--- src/rtl/sdfw_pkg.sv ---
package sdfw_pkg;

    localparam int RATE_W      = 8;
    localparam int FIELD_VEC_W = 256;

    typedef enum logic [2:0] {
        ST_IDLE,
        ST_READ,
        ST_RDATA,
        ST_LAUNCH,
        ST_EXEC,
        ST_WRITE,
        ST_ADV,
        ST_FINISH
    } sdfw_state_e;

    // Sum of n packed RATE_W-wide fields, field 0 in the low bits.
    function automatic int field_sum(input logic [FIELD_VEC_W-1:0] v, input int n);
        int acc;
        acc = 0;
        for (int i = 0; i < n; i++) begin
            acc += int'(v[i*RATE_W +: RATE_W]);
        end
        return acc;
    endfunction

endpackage

--- src/rtl/sdfw_ptr_bank.sv ---
module sdfw_ptr_bank #(
    parameter int N  = 2,
    parameter int AW = 12,
    parameter int RW = 8,
    parameter logic [N*RW-1:0] RATES = '0,
    parameter logic [N*AW-1:0] BASES = '0
) (
    input  logic          clk,
    input  logic          rst_n,
    input  logic          load,
    input  logic          step,
    output logic [N*AW-1:0] ptrs
);

    for (genvar e = 0; e < N; e++) begin : g_edge
        logic [AW-1:0] ptr_q;

        always_ff @(posedge clk or negedge rst_n) begin
            if (!rst_n) begin
                ptr_q <= BASES[e*AW +: AW];
            end else if (load) begin
                ptr_q <= BASES[e*AW +: AW];
            end else if (step) begin
                ptr_q <= ptr_q + AW'(RATES[e*RW +: RW]);
            end
        end

        assign ptrs[e*AW +: AW] = ptr_q;
    end

endmodule

--- src/rtl/sdfw_in_buf.sv ---
module sdfw_in_buf #(
    parameter int DW    = 16,
    parameter int SLOTS = 6,
    parameter int SW    = 3,
    parameter bit SHIFT = 1'b0
) (
    input  logic                clk,
    input  logic                rst_n,
    input  logic                wr_en,
    input  logic [SW-1:0]       wr_slot,
    input  logic [DW-1:0]       wr_data,
    output logic [SLOTS*DW-1:0] tokens
);

    logic [SLOTS*DW-1:0] store_q;

    if (SHIFT && SLOTS > 1) begin : g_shift
        // New word enters at the top; after SLOTS writes the first word sits in slot 0.
        logic unused_slot;
        assign unused_slot = ^wr_slot;

        always_ff @(posedge clk or negedge rst_n) begin
            if (!rst_n) begin
                store_q <= '0;
            end else if (wr_en) begin
                store_q <= {wr_data, store_q[SLOTS*DW-1:DW]};
            end
        end
    end else begin : g_indexed
        always_ff @(posedge clk or negedge rst_n) begin
            if (!rst_n) begin
                store_q <= '0;
            end else if (wr_en) begin
                store_q[int'(wr_slot)*DW +: DW] <= wr_data;
            end
        end
    end

    assign tokens = store_q;

endmodule

--- src/rtl/sdfw_out_buf.sv ---
module sdfw_out_buf #(
    parameter int DW    = 16,
    parameter int SLOTS = 4,
    parameter int SW    = 3,
    parameter bit SHIFT = 1'b0
) (
    input  logic                clk,
    input  logic                rst_n,
    input  logic                load,
    input  logic [SLOTS*DW-1:0] load_bus,
    input  logic                adv,
    input  logic [SW-1:0]       rd_slot,
    output logic [DW-1:0]       rd_data
);

    logic [SLOTS*DW-1:0] store_q;

    if (SHIFT && SLOTS > 1) begin : g_shift
        logic unused_slot;
        assign unused_slot = ^rd_slot;

        always_ff @(posedge clk or negedge rst_n) begin
            if (!rst_n) begin
                store_q <= '0;
            end else if (load) begin
                store_q <= load_bus;
            end else if (adv) begin
                store_q <= store_q >> DW;
            end
        end

        assign rd_data = store_q[DW-1:0];
    end else begin : g_indexed
        logic unused_adv;
        assign unused_adv = adv;

        always_ff @(posedge clk or negedge rst_n) begin
            if (!rst_n) begin
                store_q <= '0;
            end else if (load) begin
                store_q <= load_bus;
            end
        end

        assign rd_data = store_q[int'(rd_slot)*DW +: DW];
    end

endmodule

--- src/rtl/sdfw_wrapper.sv ---
module sdfw_wrapper
    import sdfw_pkg::*;
#(
    parameter int DW     = 16,
    parameter int AW     = 12,
    parameter int N_IN   = 2,
    parameter int N_OUT  = 2,
    parameter logic [N_IN*RATE_W-1:0]  IN_RATES  = {8'd2, 8'd4},
    parameter logic [N_OUT*RATE_W-1:0] OUT_RATES = {8'd3, 8'd1},
    parameter logic [N_IN*AW-1:0]      IN_BASES  = {12'h100, 12'h000},
    parameter logic [N_OUT*AW-1:0]     OUT_BASES = {12'h300, 12'h200},
    parameter int FIRST_IN_TOTAL = 100,
    parameter bit BUF_SHIFT      = 1'b0,
    localparam int IN_SUM  = field_sum(FIELD_VEC_W'(IN_RATES), N_IN),
    localparam int OUT_SUM = field_sum(FIELD_VEC_W'(OUT_RATES), N_OUT)
) (
    input  logic                  clk,
    input  logic                  rst_n,
    input  logic                  start,
    output logic                  busy,
    output logic                  finish,
    output logic                  core_go,
    output logic [IN_SUM*DW-1:0]  core_in_tokens,
    input  logic                  core_done,
    input  logic [OUT_SUM*DW-1:0] core_out_tokens,
    output logic                  mem_req,
    output logic                  mem_we,
    output logic [AW-1:0]         mem_addr,
    output logic [DW-1:0]         mem_wdata,
    input  logic                  mem_gnt,
    input  logic [DW-1:0]         mem_rdata
);

    localparam int FIRINGS  = FIRST_IN_TOTAL / int'(IN_RATES[RATE_W-1:0]);
    localparam int N_MAX    = (N_IN > N_OUT) ? N_IN : N_OUT;
    localparam int EW       = (N_MAX > 1) ? $clog2(N_MAX) : 1;
    localparam int SUM_MAX  = (IN_SUM > OUT_SUM) ? IN_SUM : OUT_SUM;
    localparam int SW       = $clog2(SUM_MAX + 1);
    localparam int FW       = (FIRINGS > 1) ? $clog2(FIRINGS) : 1;

    sdfw_state_e state_q, state_d;

    logic [EW-1:0]     edge_q;
    logic [RATE_W-1:0] tok_q;
    logic [SW-1:0]     slot_q;
    logic [FW-1:0]     fire_q;

    logic [N_IN*AW-1:0]  in_ptrs;
    logic [N_OUT*AW-1:0] out_ptrs;
    logic [RATE_W-1:0]   cur_in_rate, cur_out_rate;
    logic [AW-1:0]       cur_in_ptr, cur_out_ptr;
    logic                in_tok_last, in_edge_last, out_tok_last, out_edge_last;
    logic                ptr_load, ptr_step, ibuf_we, obuf_load, obuf_adv;
    logic [DW-1:0]       obuf_data;

    // Per-edge lookups
    assign cur_in_rate   = IN_RATES[int'(edge_q)*RATE_W +: RATE_W];
    assign cur_out_rate  = OUT_RATES[int'(edge_q)*RATE_W +: RATE_W];
    assign cur_in_ptr    = in_ptrs[int'(edge_q)*AW +: AW];
    assign cur_out_ptr   = out_ptrs[int'(edge_q)*AW +: AW];
    assign in_tok_last   = (tok_q == cur_in_rate - 1'b1);
    assign out_tok_last  = (tok_q == cur_out_rate - 1'b1);
    assign in_edge_last  = (edge_q == EW'(N_IN - 1));
    assign out_edge_last = (edge_q == EW'(N_OUT - 1));

    // State register and sequencing counters
    always_ff @(posedge clk or negedge rst_n) begin
        if (!rst_n) begin
            state_q <= ST_IDLE;
            edge_q  <= '0;
            tok_q   <= '0;
            slot_q  <= '0;
            fire_q  <= '0;
        end else begin
            state_q <= state_d;
            unique case (state_q)
                ST_IDLE: begin
                    if (start) begin
                        edge_q <= '0;
                        tok_q  <= '0;
                        slot_q <= '0;
                        fire_q <= '0;
                    end
                end
                ST_RDATA: begin
                    slot_q <= slot_q + SW'(1);
                    if (in_tok_last) begin
                        tok_q <= '0;
                        if (in_edge_last) begin
                            edge_q <= '0;
                            slot_q <= '0;
                        end else begin
                            edge_q <= edge_q + EW'(1);
                        end
                    end else begin
                        tok_q <= tok_q + RATE_W'(1);
                    end
                end
                ST_WRITE: begin
                    if (mem_gnt) begin
                        slot_q <= slot_q + SW'(1);
                        if (out_tok_last) begin
                            tok_q <= '0;
                            if (out_edge_last) begin
                                edge_q <= '0;
                                slot_q <= '0;
                            end else begin
                                edge_q <= edge_q + EW'(1);
                            end
                        end else begin
                            tok_q <= tok_q + RATE_W'(1);
                        end
                    end
                end
                ST_ADV: begin
                    fire_q <= fire_q + FW'(1);
                end
                default: ;
            endcase
        end
    end

    // Transitions
    always_comb begin
        state_d = state_q;
        unique case (state_q)
            ST_IDLE:   if (start) state_d = (FIRINGS == 0) ? ST_FINISH : ST_READ;
            ST_READ:   if (mem_gnt) state_d = ST_RDATA;
            ST_RDATA:  state_d = (in_tok_last && in_edge_last) ? ST_LAUNCH : ST_READ;
            ST_LAUNCH: state_d = ST_EXEC;
            ST_EXEC:   if (core_done) state_d = ST_WRITE;
            ST_WRITE:  if (mem_gnt && out_tok_last && out_edge_last) state_d = ST_ADV;
            ST_ADV:    state_d = (fire_q == FW'(FIRINGS - 1)) ? ST_FINISH : ST_READ;
            ST_FINISH: state_d = ST_IDLE;
            default:   state_d = ST_IDLE;
        endcase
    end

    // Outputs and datapath strobes
    always_comb begin
        busy      = 1'b1;
        finish    = 1'b0;
        core_go   = 1'b0;
        mem_req   = 1'b0;
        mem_we    = 1'b0;
        mem_addr  = '0;
        mem_wdata = '0;
        ptr_load  = 1'b0;
        ptr_step  = 1'b0;
        ibuf_we   = 1'b0;
        obuf_load = 1'b0;
        obuf_adv  = 1'b0;
        unique case (state_q)
            ST_IDLE: begin
                busy     = 1'b0;
                ptr_load = start;
            end
            ST_READ: begin
                mem_req  = 1'b1;
                mem_addr = cur_in_ptr + AW'(tok_q);
            end
            ST_RDATA:  ibuf_we = 1'b1;
            ST_LAUNCH: core_go = 1'b1;
            ST_EXEC:   obuf_load = core_done;
            ST_WRITE: begin
                mem_req   = 1'b1;
                mem_we    = 1'b1;
                mem_addr  = cur_out_ptr + AW'(tok_q);
                mem_wdata = obuf_data;
                obuf_adv  = mem_gnt;
            end
            ST_ADV:    ptr_step = 1'b1;
            ST_FINISH: finish = 1'b1;
            default: ;
        endcase
    end

    sdfw_ptr_bank #(
        .N(N_IN), .AW(AW), .RW(RATE_W), .RATES(IN_RATES), .BASES(IN_BASES)
    ) u_in_ptrs (
        .clk(clk), .rst_n(rst_n), .load(ptr_load), .step(ptr_step), .ptrs(in_ptrs)
    );

    sdfw_ptr_bank #(
        .N(N_OUT), .AW(AW), .RW(RATE_W), .RATES(OUT_RATES), .BASES(OUT_BASES)
    ) u_out_ptrs (
        .clk(clk), .rst_n(rst_n), .load(ptr_load), .step(ptr_step), .ptrs(out_ptrs)
    );

    sdfw_in_buf #(
        .DW(DW), .SLOTS(IN_SUM), .SW(SW), .SHIFT(BUF_SHIFT)
    ) u_in_buf (
        .clk(clk), .rst_n(rst_n), .wr_en(ibuf_we), .wr_slot(slot_q),
        .wr_data(mem_rdata), .tokens(core_in_tokens)
    );

    sdfw_out_buf #(
        .DW(DW), .SLOTS(OUT_SUM), .SW(SW), .SHIFT(BUF_SHIFT)
    ) u_out_buf (
        .clk(clk), .rst_n(rst_n), .load(obuf_load), .load_bus(core_out_tokens),
        .adv(obuf_adv), .rd_slot(slot_q), .rd_data(obuf_data)
    );

endmodule

--- config.mk ---
export PLATFORM = sky130hd
export DESIGN_NAME = sdfw_wrapper
export DESIGN_NICKNAME = d
export VERILOG_FILES = /design/src/rtl/sdfw_pkg.sv /design/src/rtl/sdfw_ptr_bank.sv /design/src/rtl/sdfw_in_buf.sv /design/src/rtl/sdfw_out_buf.sv /design/src/rtl/sdfw_wrapper.sv
export SDC_FILE = /design/constraint.sdc
export NUM_CORES = 1
export LEC_CHECK = 0
export BUFFER_PORTS_ARGS = -buffer_cell sky130_fd_sc_hd__buf_2
export CAP_MARGIN = 20
export CORE_MARGIN = 2
export CORE_UTILIZATION = 55
export CTS_CLUSTER_SIZE = 20
export DETAILED_ROUTE_END_ITERATION = 10
export PLACE_DENSITY_LB_ADDON = 0.12
export SLEW_MARGIN = 20
export SYNTH_ARGS = -nofsm -noshare
export SYNTH_HDL_FRONTEND = slang
export SYNTH_SLANG_ARGS = --single-unit
--- constraint.sdc ---
create_clock -name clk -period 4.35 [get_ports clk]
set_input_delay 0.435 -clock clk [delete_from_list [all_inputs] [get_ports clk]]
set_output_delay 0.435 -clock clk [all_outputs]
set_load 0.05 [all_outputs]
==> impl_metrics.yaml, run 1 <==
timing:
  unrepaired_setup_endpoints_after_global_routing: "no"
  worst_slack_ns: 0.3523
  setup-violations-final: 0
  slew-limit-headroom_pct: 34.32
  worst_slew_pin_slew_ns: 0.9815
  hold_viol: 5
  finalClockSkew_ns: 0.01798
  period_share_pct: 91.90
  slew_violations: 0
  final_critical_path_required_period_ns: 3.998
  worst_hold_slack_ns: -0.0009781
  fmax_mhz: 250.1
  fin_tns_setup_ns: 0
run_status:
  status: "finished with violations"
  violations: "negative hold slack"
setup_path:
  cp.required_ns: 3.91
  worstPathCellList: "buf_4 -> nand3b_1 -> buf_4 -> mux4_2 -> ha_1 -> nor2b_1 -> o21ai_0 -> a21boi_1 -> o41a_1 -> a21oi_1 -> a31o_2 -> buf_2"
  r2r_slack_ns: 1.38
  worst_path_max_delay_cell: "sky130_fd_sc_hd__o41a_1"
  critPathArrivalTime_ns: 3.56
  crit_path_frequent_cell: "sky130_fd_sc_hd__buf_4"
  worstSetupStartpointType: "register"
  timing.critical_path.fanout_max: 17
  worst_path_largest_cell_delay_ns: 0.45
  worst-setup-path-type: "register to output pin"
  type_of_destination_of_the_critical_path: "output pin"
  worst_r2r_path_depth: 7
power:
  power_density_nw_per_um2: 608.9
  irDropWorstVdd_v: 0.0004013
  power.static_leakage_nw: 6.148
die:
  fp.dieH_um: 143.3
  coreArea_um2: 18890
  num_rows: 50
  horizontal_die_dimension_um: 143.3
  fp.dieArea_um2: 20540
  initial_core_util_pct: 56.50
  io-pin-count: 214
detailed_routing:
  route.vias.total: 7762
  detail_route.drc_violations: 0
  first_iter_violations: 352
  total_wire_length_um: 24700
  ant_nets: 0
  drt_pass1_iterations: 4
  avgViaCountPerCell: 5.600
  routed_wire_length_per_instance_um: 17.82
clock_tree:
  post-cts-setup-buffers: 0
  hold_fix_buffers_cts: 0
  clockRootBuffer: "sky130_fd_sc_hd__clkbuf_16"
  total_cts_buffers: 25
  total_number_of_h_tree_levels: 1
  tritoncts_clock_tree: "built"
  clk_latency_ns: 0.53
  max-clock-path-buffers: 3
  cts.sink_count: 225
  clkSlewWorstSetupHoldPaths_ns: 0.06
logic_synthesis:
  post-synth-top-count-cell: "sky130_fd_sc_hd__dfrtp_1"
  ys_seq_area_share_pct: 52.79
  synthesis.yosys.warnings: 0
  synth_top_cells_by_area: "sky130_fd_sc_hd__dfrtp_1 (52%), sky130_fd_sc_hd__mux2_2 (11%), sky130_fd_sc_hd__mux4_2 (5.5%), sky130_fd_sc_hd__nand2_1 (3.9%), sky130_fd_sc_hd__mux2_4 (2.8%)"
  async_flop_share_pct: 100.0
  synth_commonest_cells: "sky130_fd_sc_hd__dfrtp_1 (221), sky130_fd_sc_hd__nand2_1 (112), sky130_fd_sc_hd__mux2_2 (108), sky130_fd_sc_hd__nor2_1 (57), sky130_fd_sc_hd__o21ai_0 (54)"
  edff_count_synth: 0
  synth_top_cell_area_share_pct: 51.80
  synth_area_um2: 10680
  post_synth_num_cell_types: 59
  syn-instance-count: 902
  ys.flop_type: "sky130_fd_sc_hd__dfrtp_1"
  synth.avg_cell_area_um2: 11.84
  synth_seq_cells: 225
  synth_nets: 1006
  cell_accounting_for_the_most_synthesized_area: "sky130_fd_sc_hd__dfrtp_1"
final_layout:
  layout-area-overhead-vs-synth_pct: 19.70
  finish.utilization_pct: 67.64
  layout-drive-gt1-share_pct: 39.11
  num-fill-cells: 1490
  finish.net_count: 1213
global_route:
  grt_usage_pct: 24.59
  grt_remaining_overflow: 0
  grt_max_degree: 131
  antenna_violations_before_repair: 1
  global_route_wire_length_before_repair_um: 39900
  grt_pass1_vias: 7606
placed_design:
  setup_slack_after_placement_ns: 0.7623
  place_congestion: 0.8453
  dp_hpwl_um: 17140
  number_of_buffer_cells_added_on_primary_ports: 213
worst_hold_path:
  min-delay-path-class: "input port to asynchronous set/reset pin"
job:
  max_cap_viols: 0
-- layout by cell type, fill, tap and decap left out, drive strengths merged, types with 10 or more instances in the layout --
cell	instances
buf	229
dfrtp	221
mux2	128
nand2	112
nor2	57
o21ai	55
nand3	39
clkbuf	36
xor2	31
and3	29
mux4	26
ha	18
a21oi	17
inv	17
nor3	10
-- metal layers --
| layer | track usage (%) | wire [um] |
|---|---|---|
| met2 | 39.16 | 11530 |
| met4 | 7.843 | 611 |
| met3 | 6.731 | 1887 |
| met5 | 0 | 0 |
| met1 | 33.12 | 10670 |
-- final cells by class --
type                            count  area [um2]  share of cell area, %
Sequential cell                   225        5638                  44.12
Multi-Input combinational cell    612        4757                  37.23
Timing Repair Buffer              229        1196                  9.361
Clock buffer                       36       747.0                  5.845
Tap cell                          260       325.3                  2.546
Inverter                           16       60.06                 0.4700
Clock inverter                      7       52.55                 0.4112
Antenna cell                        1       2.502                0.01958
-- metrics by stage --
stage	total power, mW	std cells	instance area (um2)
2_1_floorplan	5.119	902	10680
3_3_place_gp	5.731	1342	11970
3_5_place_dp	5.814	1342	11970
4_1_cts	7.852	1385	12770
5_1_grt	8.195	1385	12780
6_report	7.780	1386	12780
-- repair_timing --
action	in CTS	in global routing
endpoints found under the setup margin	0	3
resized for setup	0	3
hold endpoints to repair	0	0
-- critical path, delay by kind of cell (launching register included) --
family,cells,cell delay (ns)
adders and majority gates,1,0.34
and+or+nand+nor,2,0.25
DFF,1,0.35
muxes,1,0.34
AOI/OAI and AO/OA,5,1.10
buffers and inverters,3,0.65
-- state kept, by name (all words and copies together) (netlist names) --
signal	count
slot_q	3
u_out_ptrs.g_edge.ptr_q	24
edge_q	1
tok_q	8
u_in_ptrs.g_edge.ptr_q	21
state_q	3
u_in_buf.tokens	96
fire_q	5
u_out_buf.store_q	64
-- where the power goes --
| group | internal, mW | switching (mW) |
|---|---|---|
| registers | 2.63 | 0.332 |
| clock network | 1.19 | 0.821 |
| logic | 1.07 | 1.73 |
-- kinds of logic (layout without fill, tap and decap cells) --
kind of cell / Yosys count / after routing / synth area share [%]
muxes: 156 / 156 / 19.88
xor gates and xnor gates: 40 / 40 / 3.282
and+or+nand+nor: 291 / 291 / 13.03
other: 0 / 1 / 0
DFF: 225 / 225 / 52.79
buffers and inverters: 65 / 288 / 2.883
adders and majority gates: 19 / 19 / 2.297
AOI/OAI and AO/OA: 106 / 106 / 5.837
-- final timing paths --
kind,endpoint,from
setup / recovery,mem_addr[10],state_q[0]
hold / removal,u_in_buf.tokens[40],rst_n
setup reg to reg,u_in_buf.tokens[44],slot_q[1]
hold reg to reg,u_in_buf.tokens[22],u_in_buf.tokens[22]
max in group asynchronous,u_out_buf.store_q[0],rst_n
min in group clk,u_out_buf.store_q[62],core_out_tokens[62]
No activity file was read; power rests on OpenSTA's default activity.
==> run 2: changes to the inputs <==
Settings changed: CORE_UTILIZATION 55 to 50, PLACE_DENSITY set to 0.84, PLACE_DENSITY_LB_ADDON 0.12 to not set.
==> run 2 against run 1 <==
Against the previous run:
- the run now ends clean
- clock power up 8%
- register-to-register slack worse by 0.18 ns
- flip-flop and latch count unchanged
- wire length up 7.7%
- design area up 1.1%
- sequential power about the same
- critical path depth up 1
- cell count up 1.7%
- worst hold slack better by 0.13 ns
- count of clock-buffer cells in the layout down 3
- total power up 3.2%
- maximum frequency down 2.8%
- critical path type unchanged
- critical endpoint unchanged
- highest routed layer is now met5
==> impl_metrics.yaml, run 2 (synthesized netlist as in run 1, its figures left out) <==
run_status:
  status: "completed"
setup_path:
  timing.rr.start: "slot_q[1]"
  timing.critical_path.fanout_max: 5
  critPathLaunch: "state_q[1]"
  worst_path_max_delay_cell: "sky130_fd_sc_hd__a21boi_0"
  critical_path_buf_inv_count: 3
  worst-setup-path-type: "register to output pin"
  critPathArrivalTime_ns: 3.68
  cp.required_ns: 3.91
  type_of_destination_of_the_critical_path: "output pin"
  worstSetupStartpointType: "register"
  critical-path-top-delay-family: "compound AO/OA/AOI/OAI gates"
  worstPathCellList: "nand3b_1 -> buf_4 -> nor2_1 -> ha_1 -> inv_1 -> fa_1 -> nor2b_1 -> o21ai_0 -> a21boi_0 -> o41a_1 -> a21oi_1 -> a31o_2 -> buf_2"
  worst_path_largest_cell_delay_ns: 0.46
detailed_routing:
  first_iter_violations: 561
  routed_wire_length_per_instance_um: 18.87
  route.vias.total: 7930
  detail_route.drc_violations: 0
  avgViaCountPerCell: 5.624
  ant_nets: 0
  total_wire_length_um: 26610
  drt_pass1_iterations: 7
clock_tree:
  total_number_of_h_tree_levels: 1
  clkSlewWorstSetupHoldPaths_ns: 0.06
  cts.sink_count: 225
  clk_latency_ns: 0.53
  cts_repair_resize_count: 0
  tritoncts_clock_tree: "built"
  max-clock-path-buffers: 3
  total_cts_buffers: 24
  clockRootBuffer: "sky130_fd_sc_hd__clkbuf_16"
timing:
  setup-violations-final: 0
  period_share_pct: 94.58
  finalClockSkew_ns: 0.02018
  fmax_mhz: 243.1
  worst_slew_pin_slew_ns: 1.039
  slew-limit-headroom_pct: 30.74
  fin_tns_setup_ns: 0
  slew_violations: 0
  worst_slack_ns: 0.2357
  worst_hold_slack_ns: 0.1275
  final_critical_path_required_period_ns: 4.114
  hold_viol: 0
  unrepaired_setup_endpoints_after_global_routing: "no"
die:
  fp.dieArea_um2: 22540
  io-pin-count: 214
  initial_core_util_pct: 50.78
  num_rows: 53
  horizontal_die_dimension_um: 150.1
  fp.dieH_um: 150.1
  coreArea_um2: 21020
power:
  irDropWorstVdd_v: 0.0003209
  power_density_nw_per_um2: 621.4
  power.static_leakage_nw: 6.192
  post-layout-total-power_mw: 8.026
global_route:
  antenna_violations_before_repair: 6
  grt_usage_pct: 23.42
  grt_pass1_vias: 7876
  grt_remaining_overflow: 0
  global_route_wire_length_before_repair_um: 41760
  grt_max_degree: 135
placed_design:
  number_of_buffer_cells_added_on_primary_ports: 213
  setup_slack_after_placement_ns: 0.5684
  dp_hpwl_um: 18020
  place_congestion: 0.8317
  dpl.cell_count: 1356
worst_hold_path:
  min-delay-path-class: "input port to register"
  timing.hold.worst.start: "core_out_tokens[56]"
final_layout:
  sequential_cell_area_um2: 5635
  multi_input_comb_area_um2: 4756
  largest_register_ffs: 96
  layout.cells.most_common: "sky130_fd_sc_hd__dfrtp_1"
  finish.net_count: 1218
  fin_cells: 1410
  layout-area-overhead-vs-synth_pct: 20.98
  mostFrequentLayoutCells: "sky130_fd_sc_hd__dfrtp_1 (221), sky130_fd_sc_hd__buf_2 (212), sky130_fd_sc_hd__nand2_1 (112), sky130_fd_sc_hd__mux2_2 (108), sky130_fd_sc_hd__nor2_1 (57)"
  num-fill-cells: 1594
  layout-drive-gt1-share_pct: 38.62
job:
  max_cap_viols: 0
-- run 2: cell types whose count changed in the layout (fill, tap and decap cells not counted), moves of 2 or more --
| cell | before | now |
|---|---|---|
| sky130_fd_sc_hd__clkinv_2 | 5 | 2 |
| sky130_fd_sc_hd__clkbuf_1 | 3 | 6 |
| sky130_fd_sc_hd__clkbuf_8 | 8 | 3 |
| sky130_fd_sc_hd__diode_2 | 1 | 6 |
| sky130_fd_sc_hd__dfrtp_1 | 219 | 221 |
| sky130_fd_sc_hd__bufinv_16 | 0 | 4 |
| sky130_fd_sc_hd__buf_4 | 16 | 19 |
| sky130_fd_sc_hd__dfrtp_2 | 2 | 0 |
-- run 2: path summary, 6_finish.rpt --
path / cells past startpoint / endpoint / slack [ns]
worst min-delay path: 2 / u_out_buf.store_q[56] / 0.13
worst min register to register: 2 / u_in_buf.tokens[22] / 0.47
max in group asynchronous: 3 / u_out_ptrs.g_edge[1].ptr_q[9] / 2.99
min in group asynchronous: 2 / u_in_buf.tokens[11] / 0.43
worst max register to register: 5 / u_in_buf.tokens[33] / 1.20
worst max-delay path: 13 / mem_addr[10] / 0.24
-- run 2: final cells by class --
cell class                      instances  share of cell area [%]
Antenna cell                            6                  0.1163
Clock buffer                           33                   5.144
Clock inverter                          8                   1.308
Inverter                               16                  0.4650
Multi-Input combinational cell        612                   36.82
Sequential cell                       225                   43.63
Tap cell                              275                   2.664
Timing Repair Buffer                  235                   9.843
-- run 2: metrics by stage --
step,cell area (um2),utilization [%]
after global routing,12910,61.42
after floorplan,10680,-
final,12910,61.44
after CTS,12850,61.12
after global placement,11980,57.01
after detailed placement,11980,57.01
-- run 2: power by group --
group | internal (mW) | total [mW] | switching (mW) | leakage [nW]
logic | 1.10 | 2.89 | 1.80 | 3.03
registers | 2.63 | 2.97 | 0.339 | 2.76
clock network | 1.31 | 2.17 | 0.855 | 0.404
-- run 2: metal layers --
metal  part of all wire [%]  GRT usage, %  wire, um  vias to the layer above
met5                  0.049             0        13                        -
met2                     51         40.71     13480                      276
li1                       -             -         -                     3621
met1                     41         30.05     10960                     3980
met3                    5.5         3.364      1456                       51
met4                    2.6         8.255       689                        2
-- run 2: repair_timing --
action / CTS / global route
endpoints found under the setup margin: 1 / 0
endpoints found under the hold margin: 0 / 58
hold buffers: 0 / 1
setup buffers: 4 / 0
==> run 3: changes to the inputs <==
Settings changed: CORE_MARGIN 2 to not set, PLACE_DENSITY 0.84 to 0.83, SYNTH_HIERARCHICAL set to 1.
Clock period 4.35 ns to 5 ns, I/O delays scaled along.
==> run 3 against run 2 <==
Against the previous run:
- register-to-register slack improved by 0.59 ns
- design area rose by 5.8%
- first-iteration DRC count rose by 0.18%
- wire length rose by 8.0%
- sequential share of layout area fell by 2.4 points
- setup slack improved by 0.22 ns
- critical path type unchanged
- area after synthesis rose by 9.0%
==> impl_metrics.yaml, run 3 <==
logic_synthesis:
  fraction_of_the_mapped_netlist_area_in_adder_cells_pct: 2.537
  synth_compound_gate_area_share_pct: 7.019
  synth_seq_cells: 225
  post-synth-top-count-cell: "sky130_fd_sc_hd__dfrtp_1"
  main_combinational_cell_family_by_area_after_synthesis: "multiplexers"
  synth_top_cell_area_share_pct: 47.51
  synthSimpleGateAreaFrac_pct: 13.26
  ys_seq_area_share_pct: 48.41
  cell_accounting_for_the_most_synthesized_area: "sky130_fd_sc_hd__dfrtp_1"
  synth_commonest_cells: "sky130_fd_sc_hd__dfrtp_1 (221), sky130_fd_sc_hd__mux2_2 (92), sky130_fd_sc_hd__mux2i_1 (68), sky130_fd_sc_hd__nand2_1 (64), sky130_fd_sc_hd__inv_1 (52)"
  async_flop_share_pct: 100.0
  synth_top_cells_by_area: "sky130_fd_sc_hd__dfrtp_1 (48%), sky130_fd_sc_hd__mux2_2 (8.9%), sky130_fd_sc_hd__mux2i_1 (5.8%), sky130_fd_sc_hd__mux2_4 (2.6%), sky130_fd_sc_hd__ha_1 (2.4%)"
  synthesis.yosys.warnings: 6
  synth.avg_cell_area_um2: 11.85
  ys.flop_type: "sky130_fd_sc_hd__dfrtp_1"
  synth_mux_area_share_pct: 21.78
  synth_area_um2: 11640
  post_synth_num_cell_types: 72
  yosys.area_share.xor_xnor_pct: 1.731
  edff_count_synth: 0
  syn-instance-count: 982
final_layout:
  num-fill-cells: 1815
  layout-drive-gt1-share_pct: 34.95
  layout-area-overhead-vs-synth_pct: 17.35
  finish.net_count: 1285
  largest_register_ffs: 96
  layout.cells.most_common: "sky130_fd_sc_hd__dfrtp_1"
  finalInstanceArea_um2: 13660
  mostFrequentLayoutCells: "sky130_fd_sc_hd__dfrtp_1 (220), sky130_fd_sc_hd__buf_2 (212), sky130_fd_sc_hd__mux2_2 (92), sky130_fd_sc_hd__mux2i_1 (68), sky130_fd_sc_hd__nand2_1 (64)"
global_route:
  grt_remaining_overflow: 0
  grt_pass1_vias: 8709
  grt_max_degree: 126
  global_route_wire_length_before_repair_um: 45930
  grt_usage_pct: 24.12
  antenna_violations_before_repair: 5
power:
  power.static_leakage_nw: 6.655
  post-layout-total-power_mw: 6.695
  power_density_nw_per_um2: 490.1
  irDropWorstVdd_v: 0.0003439
placed_design:
  placedInstanceArea_um2: 12760
  number_of_buffer_cells_added_on_primary_ports: 213
  dp_hpwl_um: 19880
  place_congestion: 0.8600
  setup_slack_after_placement_ns: 0.8912
detailed_routing:
  detail_route.drc_violations: 0
  ant_nets: 0
  routed_wire_length_per_instance_um: 19.34
  drt_pass1_iterations: 5
  avgViaCountPerCell: 5.793
  first_iter_violations: 562
  total_wire_length_um: 28740
  route.vias.total: 8609
timing:
  slew_violations: 0
  period_share_pct: 90.95
  slew-limit-headroom_pct: 24.82
  worst_slack_ns: 0.4524
  fmax_mhz: 219.9
  final_critical_path_required_period_ns: 4.548
  worst_slew_pin_slew_ns: 1.123
  fin_tns_setup_ns: 0
  setup-violations-final: 0
  hold_viol: 0
  finalClockSkew_ns: 0.008882
  unrepaired_setup_endpoints_after_global_routing: "no"
setup_path:
  critPathArrivalTime_ns: 4.05
  critical-path-top-delay-family: "compound AO/OA/AOI/OAI gates"
  worst-setup-path-type: "register to output pin"
  timing.critical_path.fanout_max: 13
  critical_path_buf_inv_count: 2
  type_of_destination_of_the_critical_path: "output pin"
  worstPathCellList: "nand3b_4 -> mux4_2 -> ha_1 -> inv_1 -> fa_1 -> nor2b_1 -> o21ai_1 -> a21boi_0 -> o41a_1 -> a21oi_1 -> a31o_2 -> buf_2"
  worstSetupStartpointType: "register"
  worst_path_largest_cell_delay_ns: 0.65
  cp.required_ns: 4.50
  worst_path_max_delay_cell: "sky130_fd_sc_hd__dfrtp_1"
clock_tree:
  clockRootBuffer: "sky130_fd_sc_hd__clkbuf_16"
  max-clock-path-buffers: 3
  total_cts_buffers: 25
  total_number_of_h_tree_levels: 1
  hold_fix_buffers_cts: 0
  cts.sink_count: 225
  clkSlewWorstSetupHoldPaths_ns: 0.06
  tritoncts_clock_tree: "built"
  clk_latency_ns: 0.53
die:
  num_rows: 55
  fp.dieH_um: 154.6
  coreArea_um2: 22710
  initial_core_util_pct: 51.26
  io-pin-count: 214
  horizontal_die_dimension_um: 154.6
  fp.dieArea_um2: 23890
run_status:
  status: "completed"
worst_hold_path:
  min-delay-path-class: "input port to asynchronous set/reset pin"
job:
  max_cap_viols: 0
run 3: changes by cell type after synthesis, moves of 22 or more:
cell | before | now
sky130_fd_sc_hd__inv_1 | 16 | 52
sky130_fd_sc_hd__mux2_1 | 0 | 22
sky130_fd_sc_hd__mux2i_1 | 2 | 68
sky130_fd_sc_hd__nand2_1 | 112 | 64
sky130_fd_sc_hd__nand3_1 | 38 | 13
sky130_fd_sc_hd__nor2b_1 | 3 | 29
sky130_fd_sc_hd__o21ai_0 | 54 | 20
run 3: metrics by stage:
step / instances / util, % / hold slack, ns
after floorplan: 984 / - / 0.2044
after global placement: 1435 / 56.19 / 0.4670
after detailed placement: 1435 / 56.19 / 0.4740
after CTS: 1481 / 60.06 / 0.1007
after global routing: 1486 / 60.15 / 0.1274
final: 1486 / 60.15 / 0.05574
run 3: logic make-up (layout without fill, tap and decap cells):
family | count (synthesis) | count (layout)
buffers and inverters | 107 | 319
AOI/OAI and AO/OA | 120 | 120
other | 1 | 8
muxes | 214 | 214
adders and majority gates | 23 | 23
xor gates and xnor gates | 23 | 23
and+or+nand+nor | 269 | 269
DFF | 225 | 225
run 3: final timing paths:
path | endpoint | slack [ns] | cells past startpoint | startpoint
setup / recovery | mem_addr[10] | 0.45 | 12 | state_q[0]
hold / removal | u_in_buf/tokens[24] | 0.06 | 1 | rst_n
setup reg to reg | u_in_buf/tokens[40] | 1.79 | 5 | slot_q[0]
hold reg to reg | u_out_buf/store_q[57] | 0.48 | 1 | u_out_buf/store_q[57]
max in group asynchronous | u_out_ptrs/g_edge[1].ptr_q[8] | 3.85 | 2 | rst_n
min in group clk | u_out_buf/store_q[54] | 0.18 | 2 | core_out_tokens[54]
run 3: layer usage:
metal | routed length [um] | track usage [%] | vias to the layer above
li1 | - | - | 3888
met1 | 11650 | 29.93 | 4276
met2 | 14180 | 41.89 | 357
met3 | 1645 | 3.586 | 88
met4 | 1266 | 10.47 | 0
met5 | 0 | 0 | -
run 3: final cells by class:
class / count / area (um2) / area share, %
timing repair buffer: 220 / 1141 / 8.354
inverter: 53 / 198.9 / 1.456
multi-input combinational: 652 / 5435 / 39.79
sequential: 225 / 5637 / 41.27
tap: 285 / 356.6 / 2.611
clock inverter: 10 / 131.4 / 0.9618
antenna: 5 / 12.51 / 0.09160
clock buffer: 36 / 747.0 / 5.469
run 3: what timing repair did:
| action | CTS | global route |
|---|---|---|
| setup endpoints to repair | 0 | 2 |
| hold endpoints to repair | 0 | 0 |
| gates resized for setup | 0 | 1 |
| setup buffers | 0 | 0 |
run 3: worst reg2reg max path, cell delays in order (launching register included):
cell and delay [ns]:
sky130_fd_sc_hd__dfrtp_1 0.95, sky130_fd_sc_hd__inv_1 0.17, sky130_fd_sc_hd__ha_1 0.69, sky130_fd_sc_hd__nor3b_2 0.99, sky130_fd_sc_hd__nand2_1 0.17, sky130_fd_sc_hd__mux2i_1 0.17
run 3: report_power, final:
group	internal (mW)	switching, mW	leakage (nW)	total (mW)
clock	1.19	0.737	0.436	1.93
combinational	0.839	1.40	3.26	2.24
sequential	2.21	0.316	2.96	2.53
